==> config.mk <==
export PLATFORM = sky130hd
export DESIGN_NAME = sleep_wake_seq
export DESIGN_NICKNAME = d
export VERILOG_FILES = /design/src/rtl/sleep_wake_seq.sv
export SDC_FILE = /design/constraint.sdc
export NUM_CORES = 1
export LEC_CHECK = 0
export BUFFER_PORTS_ARGS = -buffer_cell sky130_fd_sc_hd__buf_4
export CORE_AREA = 4 4 61 63
export DETAILED_ROUTE_END_ITERATION = 8
export DIE_AREA = 0 0 65 67
export HOLD_SLACK_MARGIN = 0.08
export PLACE_DENSITY = 0.7
export REMOVE_ABC_BUFFERS = 1
export SYNTH_ARGS = -nofsm -noshare
export SYNTH_HDL_FRONTEND = slang
export SYNTH_SLANG_ARGS = --single-unit
==> constraint.sdc <==
create_clock -name clk -period 3.15 [get_ports clk]
set_input_delay 0.1575 -clock clk [delete_from_list [all_inputs] [get_ports clk]]
set_output_delay 0.1575 -clock clk [all_outputs]
set_load 0.01 [all_outputs]
==> src/rtl/sleep_wake_seq.sv <==
module sleep_wake_seq #(
  parameter int OST_EDGES  = 1024,
  parameter int PLL_CYCLES = 16000
) (
  input  logic       clk,
  input  logic       rst_n,
  input  logic       sleep_req,
  input  logic       idle_sel,
  input  logic [1:0] clk_src,
  input  logic       wdt_en,
  input  logic       lpt_en,
  input  logic       two_speed_en,
  input  logic       fscm_en,
  input  logic       wake_int,
  input  logic       wake_rst,
  input  logic       wake_wdt,
  input  logic       posc_in,
  input  logic       pll_en,
  output logic       posc_en,
  output logic       intosc_en,
  output logic       lpt_osc_en,
  output logic       cpu_clk_en,
  output logic       per_clk_en,
  output logic       clk_sel_int,
  output logic       posc_ready
);
  localparam int MAXC = (OST_EDGES > PLL_CYCLES) ? OST_EDGES : PLL_CYCLES;
  localparam int CW   = $clog2(MAXC + 1);

  localparam logic [2:0] S_RUN = 3'd0, S_SLEEP = 3'd1, S_OST = 3'd2,
                         S_PLL = 3'd3, S_SWO = 3'd4, S_GAP = 3'd5;

  logic [2:0]    state;
  logic [CW-1:0] cnt;
  logic [2:0]    psync;

  wire fast     = two_speed_en | fscm_en;
  wire wake_any = wake_int | wake_rst | wake_wdt;
  wire prim     = (clk_src == 2'b00);
  wire posc_s   = psync[1];
  wire posc_up  = psync[1] & ~psync[2];
  wire ost_done = posc_up && (cnt == CW'(OST_EDGES - 1));
  wire pll_done = (cnt == CW'(PLL_CYCLES - 1));

  always_ff @(posedge clk or negedge rst_n)
    if (!rst_n) psync <= '0;
    else        psync <= {psync[1:0], posc_in};

  always_ff @(posedge clk or negedge rst_n) begin
    if (!rst_n) begin
      state <= S_OST;
      cnt   <= '0;
    end else begin
      case (state)
        S_RUN:   if (sleep_req && !idle_sel) state <= S_SLEEP;
        S_SLEEP: if (wake_any) begin
                   state <= prim ? S_OST : S_RUN;
                   cnt   <= '0;
                 end
        S_OST:   if (ost_done) begin
                   cnt   <= '0;
                   state <= pll_en ? S_PLL : (fast ? S_SWO : S_RUN);
                 end else if (posc_up) cnt <= cnt + 1'b1;
        S_PLL:   if (pll_done) state <= fast ? S_SWO : S_RUN;
                 else          cnt   <= cnt + 1'b1;
        S_SWO:   if (!posc_s) state <= S_GAP;
        S_GAP:   state <= S_RUN;
        default: state <= S_OST;
      endcase
    end
  end

  wire waiting = (state == S_OST) || (state == S_PLL);

  assign lpt_osc_en  = lpt_en | (clk_src == 2'b01);
  assign posc_en     = (state == S_RUN) ? prim : (state != S_SLEEP);
  assign posc_ready  = (state == S_RUN) && prim;
  assign cpu_clk_en  = (state == S_RUN) || (state == S_SWO) || (waiting && fast);
  assign per_clk_en  = cpu_clk_en;
  assign clk_sel_int = (state == S_RUN) ? clk_src[1] :
                       ((state == S_SWO) || (waiting && fast));
  always_comb begin
    case (state)
      S_RUN:   intosc_en = clk_src[1] | wdt_en | fscm_en;
      S_SLEEP: intosc_en = wdt_en;
      S_OST:   intosc_en = fast | wdt_en;
      default: intosc_en = 1'b1;
    endcase
  end
endmodule


-- Word level (Yosys, flattened, before mapping)
Index checks and enable logic that the tools add are counted.
- bits in registers: 20
- input port bits: 15
- $add $sub $neg: 1
- equal/unequal tests: 16
- multiplexer cells: 17
- bitwise logic cells: 9
- reduce and logical (&&, ||, !) cells: 14
- operators by type and width (kind ; count):
    14-bit two-way mux ; 4
    14-bit case mux with 3 select lines ; 1
    3-bit two-way mux ; 7
    3-bit case mux with 6 select lines ; 1
    14-bit by 1-bit adder with 14-bit output (second input constant) ; 1
    14-bit by 10-bit equality test with 1-bit output (second input constant) ; 1
    14-bit equality test (second input constant) ; 1
    2-bit != test (second input constant) ; 6
    1-bit OR ; 7
    3-bit by 2-bit equality test with 1-bit output (second input constant) ; 2
    3-bit equality test (second input constant) ; 2
    5-bit AND reduction ; 1
    1-bit logical AND ; 4
    1-bit logical OR ; 4
    4-bit AND reduction ; 1
    3-bit by 1-bit equality test with 1-bit output (second input constant) ; 1
    3-bit zero test ; 1
    3-bit by 1-bit != test with 1-bit output (second input constant) ; 1
    3-bit != test (second input constant) ; 1
    1-bit case mux with 3 select lines ; 1
    3-bit nonzero test ; 1
    2-bit by 1-bit equality test with 1-bit output (second input constant) ; 1
    2-bit zero test ; 1
    1-bit two-way mux ; 2
    other kinds (4) ; 4

-- Depth between registers and ports, before layout
Gate-level depths: netlist of the first run.
- word-level depth: 5
- gate-level depth with buffers: 7
- depth with buffers taken out: 6

-- Least setup slack after synthesis of the first run
No wires, ideal clock.
- path kind: flip-flop to flip-flop
- start point: register cnt[0]
- end point: register cnt[9]
- arrival: 1.792 ns
- data required time: 3.022 ns
- slack: 1.230 ns
- cell stages (with the launch flop): 8
- period minus slack after synthesis: 1.920 ns
- path through: dfrtp_1 ha_1 nand3_1 nor3_1 a31oi_2 clkbuf_1 a31oi_1 a21oi_1
- cells in the longest elaborated chain, start to end: 4
- elaborated cells between the ends (all ways): 11
- RTL lines (element ; RTL line ; source):
    from (decl) ; 34 ; logic [CW-1:0] cnt;
    from (signal assigned) ; 63 ; end else if (posc_up) cnt <= cnt + 1'b1;
    from (signal assigned) ; 65 ; else cnt <= cnt + 1'b1;
    14-bit by 1-bit adder with 14-bit output / 14-bit by 10-bit equality test with 1-bit output (equally long branches) ; 63, 65, 42 ;
    14-bit two-way mux / 1-bit logical AND (equally long branches) ; 63, 42 ;
    14-bit two-way mux / 3-bit != test (equally long branches) ; - ;
    14-bit case mux with 3 select lines / 4-bit AND reduction (equally long branches) ; - ;
Several ways; a longest one is shown, not always the timed one. The select of a mux whose other input is x is not followed.
A chain may end at the register's enable or synchronous reset.

-- Final worst setup path of the first run
- start point: register state[0]
- end point: register state[2]
- cells in the longest elaborated chain, start to end: 3
- elaborated cells between the ends (all ways): 13
- RTL lines (element ; RTL line ; source):
    from (decl) ; 33 ; logic [2:0] state;
    from (signal assigned) ; 57 ; state <= prim ? S_OST : S_RUN;
    from (signal assigned) ; 62 ; state <= pll_en ? S_PLL : (fast ? S_SWO : S_RUN);
    from (signal assigned) ; 64 ; S_PLL: if (pll_done) state <= fast ? S_SWO : S_RUN;
    3-bit by 2-bit equality test with 1-bit output (tied with other cells) ; 54 ; case (state)
    2-bit != test (no source line) ; - ;
    5-bit AND reduction (no source line) ; - ;
Several ways; a longest one is shown, not always the timed one.

==> impl_metrics.ini, run 1 <==
[clocking]
cts_buffer_depth = 2
clock_tree_from_tritoncts = yes
clk_latency_ns = 0.29
post-cts-setup-buffer-count = 0
cts_inserted_buffers = 3
clk_pin_slew_worst_paths_ns = 0.10
h-tree-depth = 1
cts-root-buf = sky130_fd_sc_hd__clkbuf_4
clock-sinks = 20

[routing]
post_drt_wl_per_cell_um = 13.5
first_pass_iters = 4
vias = 1157
finalWirelength_um = 2790
drt_iter0_drc = 100
post_drt_via_cell_ratio = 5.62
antenna_violating_nets_post_route = 0
drc = 0

[final_layout]
layout-drive-gt1-share_pct = 20.6
diodes_inserted = 0
syn_to_final_growth_pct = 17.7
design.final.nets = 177

[critical_path]
cp-start-kind = flip-flop
r2r-start = state[0]
worst-endpoint-arrival_ns = 2.66
data_required_time_of_the_worst_path_ns = 3.39
critical_path.n_buffers_inverters = 0
path_class = flip-flop to flip-flop
worst_setup_path_end_kind = flip-flop
timing.reg2reg.worst_path_depth = 5
worst_reg_to_reg_setup_slack_ns = 0.74
timing.critical_path.cells = nor3b_1 -> nor4b_1 -> a31oi_2 -> a211oi_1 -> a211o_1
critical-path-top-delay-family = compound AO/OA/AOI/OAI gates
r2r_end = state[2]
cpPeakStageDelay_ns = 0.56
critical_path.slowest_cell = sky130_fd_sc_hd__nor4b_1
timing.critical_path.fanout_max = 16

[global_routing]
antenna_violations_before_repair = 0
global_route_wire_length_before_repair_um = 4750
grt_pass1_vias = 1065
global_route.overflow_total = 0
grt_max_degree = 21
overall_fraction_of_global_route_tracks_in_use_pct = 13.7

[synth]
synth_sequential_area_ratio_pct = 40.5
xor_xnor_share_of_the_synthesized_area_pct = 0
postSynthRegisterBits = 20
synth_top_family_by_area = simple AND/OR/NAND/NOR gates
syn_inst = 140
synthAdderAreaFrac_pct = 1.01
yosysUniqueCellTypes = 42
async_set_or_reset_register_ratio_after_synthesis_pct = 100
most_common_cell_in_the_netlist = sky130_fd_sc_hd__dfrtp_1
synth.avg_cell_area_um2 = 8.86
synth_edf_count = 0
yosys_warnings = 0
synth_simple_gate_area_share_pct = 26.6
netlist_area_um2 = 1240
synth_mux_area_share_pct = 3.23
fraction_of_the_mapped_netlist_area_in_compound_gates_pct = 22.9
yosysTopAreaCell = sky130_fd_sc_hd__dfrtp_1
netlist_top_cells_count = sky130_fd_sc_hd__dfrtp_1 (19), sky130_fd_sc_hd__a21oi_1 (13), sky130_fd_sc_hd__nand3_1 (11)
netlist_top_cells_area = sky130_fd_sc_hd__dfrtp_1 (38%), sky130_fd_sc_hd__a21oi_1 (5.2%), sky130_fd_sc_hd__nand3_1 (4.4%)
synthDominantCellAreaShare_pct = 38.3
synth_ff_type = sky130_fd_sc_hd__dfrtp_1

[sta]
timing.final.crit_period_ns = 2.41
period_share_pct = 76.6
setup_violations = 0
clock-skew-final_ns = 0.000478
final-max-slew-violation-count = 0
worst_slew_pin_slew_ns = 0.868
relSlewSlack_pct = 42.0
fmax_ghz = 0.415
rsz0062_at_grt = false
timing.setup.tns_ns = 0
timing.final.hold_violations = 0

[placed_design]
last_weighted_congestion_value_of_the_routability_driven_placer = 0.826
port_buffers = 21
dp_hpwl_um = 2060

[power_and_ir_drop]
clock_power_share_pct = 14.3
power_switching_mw = 0.431
combPwrFrac_pct = 48.3
power.density_cell_area_nw_per_um2 = 693
total_power_mw = 1.01
cell_internal_pwr_mw = 0.579
power.switching_fraction_pct = 42.7
vdd.ir_drop.worst_uv = 336
power.leakage_nw = 0.609
seq_power_share_pct = 37.5

[hold_path]
hold_path.startpoint = pll_en
min_delay_path_depth = 3
holdCritPathClass = primary input to flip-flop
hold_path_end = state[1]

[run_status]
status = completed

[floorplan]
floorplan.initialDensity_pct = 38.4
die_y_extent_um = 67
rows = 21
io-pin-count = 22
total_die_area_um2 = 4360
design.core.area_um2 = 3230
fp.dieW_um = 65

[job]
timing.max_cap.violations = 0
-- cell families after synthesis --
logic type | after synthesis
fa+ha+maj | 1
simple gates | 59
compound gates | 44
mux | 4
buf+inv | 12
flops | 20
-- state kept, by name, indices dropped and copies added, names as in the netlist --
register and count:
cnt 14, psync 3, state 3
-- metal layers --
metal  global-route usage, %  vias to the layer above  part of all wire (%)
li1                        -                      564                     -
met1                    17.0                      552                    45
met2                    23.0                       39                    47
met3                    4.55                        2                   8.1
met4                    3.17                        0                  0.29
met5                       0                        -                     0
-- area by class of cell --
cell class,instances,area (um2)
clock buffers,4,36.3
fillers,312,1770
inverters,5,18.8
multi-input cells,108,667
flip-flops and latches,20,502
well taps,46,57.6
repair buffers,23,178
-- power groups by stage --
stage / clock network, mW / registers [mW] / logic (mW)
2_1_floorplan: 0 / 0.360 / 0.333
3_3_place_gp: 0 / 0.375 / 0.473
3_5_place_dp: 0 / 0.378 / 0.483
4_1_cts: 0.154 / 0.375 / 0.485
5_1_grt: 0.167 / 0.387 / 0.541
6_report: 0.144 / 0.379 / 0.488
-- worst max path at each step --
| stage | start | end | slack (ns) | cells past startpoint |
|---|---|---|---|---|
| final | state[0] | state[2] | 0.74 | 5 |
| after global routing | state[0] | state[2] | 0.50 | 5 |
| after CTS | state[0] | state[2] | 0.76 | 5 |
| after detailed placement | state[0] | state[2] | 0.78 | 5 |
| after global placement | state[0] | state[2] | 0.84 | 5 |
| after floorplan | state[0] | state[2] | 1.17 | 5 |
-- timing repair --
| item | in CTS | in global routing |
|---|---|---|
| hold buffers | 2 | 0 |
| endpoints found under the hold margin | 21 | 0 |
| gates resized for setup | 0 | 0 |
-- cells in the final DEF (no fill, tap or decap), drive strengths merged, types with 4 or more instances in the layout --
cell type	n
buf	21
dfrtp	19
a21oi	13
nand3	11
nand2	11
o21ai	11
nor2	10
inv	5
nor3	4
mux2i	4
clkbuf	4
a31oi	4
-- metrics by stage --
step                hold WS [ns]  worst slack [ns]  utilization, %  area, um2  std cells
CTS                        0.176             0.757            45.1       1460        206
floorplan                 -0.138              1.17               -       1190        133
finish                     0.185             0.738            45.1       1460        206
global route               0.166             0.497            45.1       1460        206
global placement          0.0449             0.842            43.4       1400        200
detailed placement        0.0479             0.782            43.4       1400        200
-- worst register-to-register path: cells and delay by family (launching register included) --
kind	cells	cell delay (ns)
AND/OR/NAND/NOR	2	0.91
AO/OA/AOI/OAI	3	0.92
flip-flops	1	0.53
Power figures use the tool's default switching activity.
==> run 2: changes to the inputs <==
==> constraint.sdc (replaced) <==
create_clock -name clk -period 2.4 [get_ports clk]
set_input_delay 0.12 -clock clk [delete_from_list [all_inputs] [get_ports clk]]
set_output_delay 0.12 -clock clk [all_outputs]
set_load 0.01 [all_outputs]
==> run 2 against run 1 <==
Combinational power grew 45%. Largest cell class unchanged. Non-clock buffer count grew 5. Cell area grew 3.7%. Global-route usage grew 1.8 points. Critical endpoint is now per_clk_en. Die area is the same. Sequential power grew 24%.
==> impl_metrics.ini, run 2 (same netlist as run 1, synthesis figures left out) <==
[critical_path]
critical_path.n_buffers_inverters = 1
cp-start-kind = flip-flop
worst_reg_to_reg_setup_slack_ns = 0.35
data_required_time_of_the_worst_path_ns = 2.28
cpPeakStageDelay_ns = 0.62
timing.reg2reg.worst_path_depth = 5
r2r-start = state[2]
critical_path.slowest_cell = sky130_fd_sc_hd__dfstp_2
r2r_end = cnt[5]
critical-path-top-delay-family = flip-flops
timing.critical_path.cells = nor2b_1 -> o21ai_0 -> o21ai_0 -> buf_4
timing.critical_path.fanout_max = 10
worst_setup_path_end_kind = output port
worst-endpoint-arrival_ns = 1.97
path_class = flip-flop to output port
timing.critical_path.mode_cell = sky130_fd_sc_hd__o21ai_0

[power_and_ir_drop]
total_power_mw = 1.45
cell_internal_pwr_mw = 0.875
power.switching_fraction_pct = 39.7
vdd.ir_drop.worst_uv = 408
power_switching_mw = 0.576
power.density_cell_area_nw_per_um2 = 959
power.leakage_nw = 0.642
seq_power_share_pct = 32.5
combPwrFrac_pct = 48.8
clock_power_share_pct = 18.8

[clocking]
cts_inserted_buffers = 3
clk_latency_ns = 0.30
cts-root-buf = sky130_fd_sc_hd__clkbuf_4
clk_pin_slew_worst_paths_ns = 0.11
h-tree-depth = 1
clock-sinks = 20
cts_buffer_depth = 2
clock_tree_from_tritoncts = yes
cts.repair.resized = 0

[run_status]
status = completed

[floorplan]
design.core.area_um2 = 3230
floorplan.initialDensity_pct = 38.4
io-pin-count = 22
fp.dieW_um = 65
rows = 21
total_die_area_um2 = 4360
die_y_extent_um = 67

[final_layout]
mostFrequentLayoutCells = sky130_fd_sc_hd__buf_4 (26), sky130_fd_sc_hd__dfrtp_1 (19), sky130_fd_sc_hd__a21oi_1 (13)
largest_register_ffs = 14
reg.largest.list = cnt: 14 flops, psync: 3 flops, state: 3 flops
registers.top_by_ff_count = cnt
diodes_inserted = 0
layout.cells.most_common = sky130_fd_sc_hd__buf_4
layout-drive-gt1-share_pct = 23.0
syn_to_final_growth_pct = 22.0
design.final.nets = 182

[sta]
period_share_pct = 87.0
timing.final.crit_period_ns = 2.09
setup_violations = 0
rsz0062_at_grt = false
clock-skew-final_ns = 0.00762
final.hold.worst_slack_ns = 0.143
timing.setup.tns_ns = 0
final-max-slew-violation-count = 0
worst_slew_pin_slew_ns = 0.703
relSlewSlack_pct = 53.0
timing.final.hold_violations = 0
fmax_ghz = 0.479

[global_routing]
grt_pass1_vias = 1107
antenna_violations_before_repair = 0
global_route_wire_length_before_repair_um = 5320
global_route.overflow_total = 0
grt_max_degree = 21
overall_fraction_of_global_route_tracks_in_use_pct = 15.5

[routing]
post_drt_via_cell_ratio = 5.48
vias = 1156
antenna_violating_nets_post_route = 0
first_pass_iters = 4
drt_iter0_drc = 74
drc = 0
finalWirelength_um = 2940
post_drt_wl_per_cell_um = 14.0

[hold_path]
hold_path.startpoint = pll_en
holdCritPathClass = primary input to flip-flop
min_delay_path_depth = 3
hold_path_end = state[1]

[placed_design]
dp_hpwl_um = 2220
port_buffers = 21
last_weighted_congestion_value_of_the_routability_driven_placer = 0.867

[job]
timing.max_cap.violations = 0
## run 2: power groups by stage
stage,clock network (mW),logic [mW],registers (mW)
after global routing,0.306,0.796,0.489
after CTS,0.288,0.707,0.469
after floorplan,0,0.437,0.473
after detailed placement,0,0.701,0.476
final,0.272,0.708,0.471
after global placement,0,0.691,0.472
## run 2: area by class of cell
type / instances / area, um2
multi-input cells: 108 / 667
clock inverters: 1 / 30.0
clock buffers: 3 / 22.5
well taps: 46 / 57.6
flip-flops and latches: 20 / 502
inverters: 5 / 18.8
repair buffers: 28 / 215
fillers: 329 / 1720
## run 2: worst min-delay path, delay by kind of cell
family	cells	cell delay (ns)
AO/OA/AOI/OAI	2	0.20
buffers and inverters	1	0.12
## run 2: per-stage QoR
stage                     setup slack (ns)  instances  utilization, %  instance area, um2
final                                0.311        211            46.8                1510
after global routing                 0.111        211            46.8                1510
after CTS                            0.343        211            46.8                1510
after detailed placement             0.384        205            44.6                1440
after global placement               0.436        205            44.6                1440
after floorplan                      0.420        133               -                1190
## run 2: timing repair
action	CTS	global route
buffers inserted	0	0
hold buffers	2	0
endpoints found under the hold margin	21	0
setup endpoints to repair	0	0
## run 2: metal layers
metal  GRT usage (%)  part of all wire (%)  vias to the layer above
li1                -                     -                      570
met3            4.89                   7.6                        4
met4            2.37                  0.58                        0
met5               0                     0                        -
met1            18.9                    42                      541
met2            27.2                    49                       41
## run 2: worst max path at each step
stage	slack, ns	cells past startpoint	end	from
6_report	0.31	4	per_clk_en	state[1]
2_1_floorplan	0.42	5	state[2]	state[0]
3_3_place_gp	0.44	5	cnt[4]	state[2]
5_1_grt	0.11	4	per_clk_en	state[1]
3_5_place_dp	0.38	5	cnt[5]	state[2]
4_1_cts	0.34	4	cpu_clk_en	state[1]
